File: src/rtl/pf_slot_decoder.sv
module pf_slot_decoder #(
  parameter int SLOT_W     = 16,
  parameter int WAIT_LIMIT = 16
) (
  input  logic              clk,
  input  logic              rst_n,
  input  logic              big_endian,
  input  logic              slot_valid,
  input  logic [63:0]       slot_data,
  output logic              slot_ready,
  output logic              dec_valid,
  output logic              dec_illegal,
  output logic              dec_wide,
  output logic [2:0]        dec_class,
  output logic [3:0]        dec_opcode,
  output logic              dec_srcsel,
  output logic [2:0]        dec_mode,
  output logic [1:0]        dec_size,
  output logic [3:0]        dec_dst,
  output logic [3:0]        dec_src,
  output logic [63:0]       dec_offset,
  output logic [63:0]       dec_imm,
  output logic [SLOT_W-1:0] dec_slot
);

  localparam int CNT_W = $clog2(WAIT_LIMIT + 1);
  localparam logic [7:0] WIDE_CODE = 8'h18;

  logic              pending;
  logic [CNT_W-1:0]  wait_cnt;
  logic [SLOT_W-1:0] slot_cnt;

  logic [7:0]  code, regs;
  logic [15:0] off_raw;
  logic [31:0] imm_raw;
  logic        accept, is_wide, is_bad, ldst_class, rsvd_mode;

  assign slot_ready = rst_n;
  assign accept     = slot_valid && slot_ready;

  assign code    = slot_data[7:0];
  assign regs    = slot_data[15:8];
  assign off_raw = big_endian ? {slot_data[23:16], slot_data[31:24]} : slot_data[31:16];
  assign imm_raw = big_endian ? {slot_data[39:32], slot_data[47:40],
                                 slot_data[55:48], slot_data[63:56]}
                              : slot_data[63:32];

  assign is_wide    = (code == WIDE_CODE);
  assign ldst_class = (code[2] == 1'b0);
  assign rsvd_mode  = (code[7:5] == 3'b100) || (code[7:5] == 3'b101);
  assign is_bad     = (code[2:0] == 3'b110) || (ldst_class && rsvd_mode);

  always_ff @(posedge clk) begin
    if (!rst_n) begin
      pending     <= 1'b0;
      wait_cnt    <= '0;
      slot_cnt    <= '0;
      dec_valid   <= 1'b0;
      dec_illegal <= 1'b0;
      dec_wide    <= 1'b0;
      dec_class   <= '0;
      dec_opcode  <= '0;
      dec_srcsel  <= 1'b0;
      dec_mode    <= '0;
      dec_size    <= '0;
      dec_dst     <= '0;
      dec_src     <= '0;
      dec_offset  <= '0;
      dec_imm     <= '0;
      dec_slot    <= '0;
    end else begin
      dec_valid   <= 1'b0;
      dec_illegal <= 1'b0;
      if (accept) slot_cnt <= slot_cnt + SLOT_W'(1);

      if (accept && pending) begin
        pending   <= 1'b0;
        dec_valid <= 1'b1;
        dec_imm   <= {imm_raw, dec_imm[31:0]};
      end else if (accept) begin
        dec_class  <= code[2:0];
        dec_opcode <= code[7:4];
        dec_srcsel <= code[3];
        dec_mode   <= code[7:5];
        dec_size   <= code[4:3];
        dec_dst    <= big_endian ? regs[7:4] : regs[3:0];
        dec_src    <= big_endian ? regs[3:0] : regs[7:4];
        dec_offset <= {{48{off_raw[15]}}, off_raw};
        dec_imm    <= is_wide ? {32'd0, imm_raw} : {{32{imm_raw[31]}}, imm_raw};
        dec_slot   <= slot_cnt;
        dec_wide   <= is_wide;
        if (is_wide) begin
          pending  <= 1'b1;
          wait_cnt <= '0;
        end else if (is_bad) begin
          dec_illegal <= 1'b1;
        end else begin
          dec_valid <= 1'b1;
        end
      end else if (pending) begin
        if (wait_cnt == CNT_W'(WAIT_LIMIT - 1)) begin
          pending     <= 1'b0;
          dec_illegal <= 1'b1;
        end else begin
          wait_cnt <= wait_cnt + CNT_W'(1);
        end
      end
    end
  end

endmodule

File: config.mk
export PLATFORM = sky130hd
export DESIGN_NAME = pf_slot_decoder
export DESIGN_NICKNAME = d
export VERILOG_FILES = /design/src/rtl/pf_slot_decoder.sv
export SDC_FILE = /design/constraint.sdc
export NUM_CORES = 1
export LEC_CHECK = 0
export ABC_AREA = 1
export CAP_MARGIN = 20
export CORE_MARGIN = 1.5
export CORE_UTILIZATION = 30
export CTS_CLUSTER_SIZE = 30
export DETAILED_ROUTE_END_ITERATION = 6
export PLACE_DENSITY = 0.61
export SETUP_SLACK_MARGIN = 0.5
export SLEW_MARGIN = 10
export SYNTH_ARGS = -nofsm -noshare
export SYNTH_HDL_FRONTEND = slang
export SYNTH_SLANG_ARGS = --single-unit
File: constraint.sdc
create_clock -name clk -period 1.89 [get_ports clk]
set_input_delay 0.189 -clock clk [delete_from_list [all_inputs] [get_ports clk]]
set_output_delay 0.189 -clock clk [all_outputs]
set_load 0.05 [all_outputs]
==> results.json <==
{
  "outcome": "completed",
  "initial_utilization_pct": 30.6,
  "worstMarginPinSlew_ns": 0.559,
  "async_flop_share_pct": 0,
  "drive_gt1_share_pct": 25.5,
  "antenna_found_initial": 0,
  "finalCriticalPeriod_ns": 1.45,
  "crit_chain": "buf_12 -> buf_4",
  "crit_path_start_kind": "flop",
  "setup_slack_ns": 0.443,
  "cap_violations": 0,
  "netlist_instances": 855,
  "clk_pin_slew_ns": 0.06,
  "via_count": 6009,
  "syn_area_um2": 6190,
  "io_buffers": 236,
  "yosysWarningCount": 0,
  "fmax_ghz": 0.691,
  "routabilityCongestion": 0.808,
  "place_area_um2": 8320,
  "die_w_um": 147,
  "grt_max_degree": 61,
  "synth_edf_count": 0,
  "grt_remaining_overflow": 0,
  "post-place-ws_ns": 0.119,
  "nFillCells": 1982,
  "critical_path_class": "flop to output pin",
  "setup_viol": 0,
  "die_area_um2": 21500,
  "ant_nets": 0,
  "seq_area_um2": 2750,
  "crit_slowest_cell": "dfxtp_4",
  "whs_ns": 0.143,
  "dp_hpwl_um": 12900,
  "use_met2_pct": 29.0,
  "fin_tns_setup_ns": 0,
  "cp_max_fo": 6,
  "synth_nets": 926,
  "root_buffer": "clkbuf_16",
  "finalWirelength_um": 19300,
  "finalCritPeriodShare_pct": 76.5,
  "grt_pass1_wl_um": 29800,
  "slowest_delay_ns": 0.46,
  "multiInputGateArea_um2": 2580,
  "use_met3_pct": 5.22,
  "crit_arrival_ns": 1.26,
  "cts_buffers": 17,
  "areaGrowthSynthToFinish_pct": 55.6,
  "ctsHoldBuffers": 0,
  "grt_use_met1_pct": 21.9,
  "ys_types": 30,
  "hold_viol_final": 0,
  "power.density_nw_per_um2": 943,
  "die_y_um": 147,
  "p_leak_nw": 4.02,
  "io_pins": 237,
  "synthFlopType": "dfxtp_1",
  "fin_nets": 1108,
  "relSlewSlack_pct": 62.3,
  "required_ns": 1.70,
  "antennaDiodeCount": 0,
  "cts_tree": "yes",
  "vdd_drop_max_mv": 0.613,
  "yosysSeqAreaShare_pct": 44.3,
  "syn_area_per_cell_um2": 7.24,
  "ys_seq_elements": 137,
  "firstDrtPassIters": 5,
  "design_area_um2": 9630,
  "row_count": 52,
  "dr.first_iter.drc_count": 235,
  "grt_usage_pct": 17.7,
  "hold_class": "primary input to flop",
  "fin_total_pwr_mw": 9.08,
  "drc": 0,
  "cts.path.max_buffers": 2,
  "grt_pass1_vias": 5504,
  "top_usage_layer": "met2",
  "end_kind": "output pin",
  "clock_latency_ns": 0.42,
  "vias_per_cell": 4.55,
  "wl_per_cell_um": 14.6,
  "rsz0062_at_grt": "yes",
  "clock_skew_ns": 0.0141,
  "htreeDepth": 4,
  "clkSinkCount": 137,
  "core_area_um2": 20200,
  "slew_viol_final": 0
}
==> flip-flops by register name (all words and copies together) (netlist names), 3 cells and up <==
| name | flops |
|---|---|
| dec_src | 4 |
| dec_opcode | 4 |
| dec_offset | 16 |
| dec_class | 3 |
| dec_slot | 16 |
| dec_dst | 4 |
| slot_cnt | 16 |
| dec_imm | 64 |
| wait_cnt | 5 |
==> layout make-up <==
cell class	instances	area share [%]
repair buffers	269	30.5
flip-flops and latches	137	28.6
multi-input cells	528	26.8
clock buffers	21	4.78
well taps	270	3.51
inverters	84	3.30
clock inverters	11	2.48
==> path summary, 6_finish.rpt <==
kind / cells after the start / start / endpoint / slack [ns]
min reg2reg: 2 / dec_imm[7]$_SDFFE_PN0P_ / dec_imm[7]$_SDFFE_PN0P_ / 0.46
min: 3 / rst_n / slot_cnt[3]$_SDFFE_PN0P_ / 0.14
max reg2reg: 7 / wait_cnt[1]$_SDFFE_PN0P_ / wait_cnt[4]$_SDFFE_PN0P_ / 0.47
max: 2 / dec_offset[15]$_SDFFE_PN0P_ / dec_offset[57] / 0.44
==> critical path: cells and delay by family (launching register included) <==
kind	cells	cell delay [ns]
buffers and inverters	2	0.37
DFF	1	0.46
==> repair_timing <==
action,CTS,global route
cloned,2,1
buffers inserted,8,2
pin swaps,5,4
endpoints found under the setup margin,174,166
endpoints found under the hold margin,0,0
gates resized for setup,384,79
==> where the power goes <==
group	leakage [nW]	total (mW)	switching, mW	internal (mW)
Sequential	1.13	3.14	0.0923	3.04
Combinational	2.55	1.96	1.30	0.662
Clock	0.342	3.98	1.30	2.69
Total	4.02	9.08	2.69	6.39
==> logic make-up after synthesis <==
logic type,share of synthesized area [%]
adder cells (fa/ha/maj),0.606
flip-flops,44.3
AND/OR/NAND/NOR,22.3
XOR/XNOR,0.142
buffers and inverters,15.9
AO/OA/AOI/OAI,16.7
==> stage by stage <==
stage                     instances  utilization [%]
after global placement         1275             41.1
final                          1320             47.6
after floorplan                 855                -
after CTS                      1317             46.6
after global routing           1320             47.6
after detailed placement       1275             41.1
==> metal layers <==
layer | up-vias | share of wire (%)
li1 | 3095 | -
met5 | - | 0
met1 | 2690 | 44
met3 | 23 | 7.0
met4 | 0 | 2.2
met2 | 201 | 47
==> cell usage in the layout, fill, tap and decap left out, drive strengths merged <==
| cell type | netlist | layout |
|---|---|---|
| nor2 | 82 | 82 |
| clkdlybuf4s15 | 0 | 101 |
| clkdlybuf4s50 | 0 | 65 |
| nand2 | 173 | 173 |
| o31ai | 1 | 1 |
| buf | 90 | 97 |
| a32oi | 2 | 2 |
| and2 | 1 | 1 |
| nand3b | 2 | 2 |
| clkdlybuf4s18 | 0 | 4 |
| nor3 | 3 | 3 |
| bufbuf | 0 | 1 |
| bufinv | 0 | 7 |
| inv | 84 | 86 |
| nand3 | 57 | 57 |
| ha | 3 | 3 |
| dfxtp | 137 | 137 |
| o21ai | 74 | 74 |
| a31oi | 29 | 29 |
| nand4 | 8 | 8 |
| or2 | 1 | 1 |
| clkbuf | 16 | 22 |
| xor2 | 1 | 1 |
| a211oi | 1 | 1 |
| clkinv | 0 | 2 |
| a21oi | 90 | 90 |
==> synthesized netlist by cell type, types with 2 or more instances <==
cell	number	area [um2]
nand2_1	168	631
dfxtp_1	137	2740
a21oi_1	90	450
inv_1	81	304
nor2_1	78	293
o21ai_0	73	365
buf_4	57	428
nand3_1	56	280
a31oi_1	29	181
buf_2	27	135
clkbuf_1	16	60.1
nand4_1	8	50.1
buf_1	3	11.3
buf_6	3	33.8
ha_1	3	37.5
inv_2	3	11.3
nand2_2	3	18.8
nor3_1	3	15.0
a32oi_1	2	17.5
nand2_4	2	22.5
nand3b_1	2	15.0
nor2_2	2	12.5
nor2_4	2	22.5
(Power assumes the default switching activity.)
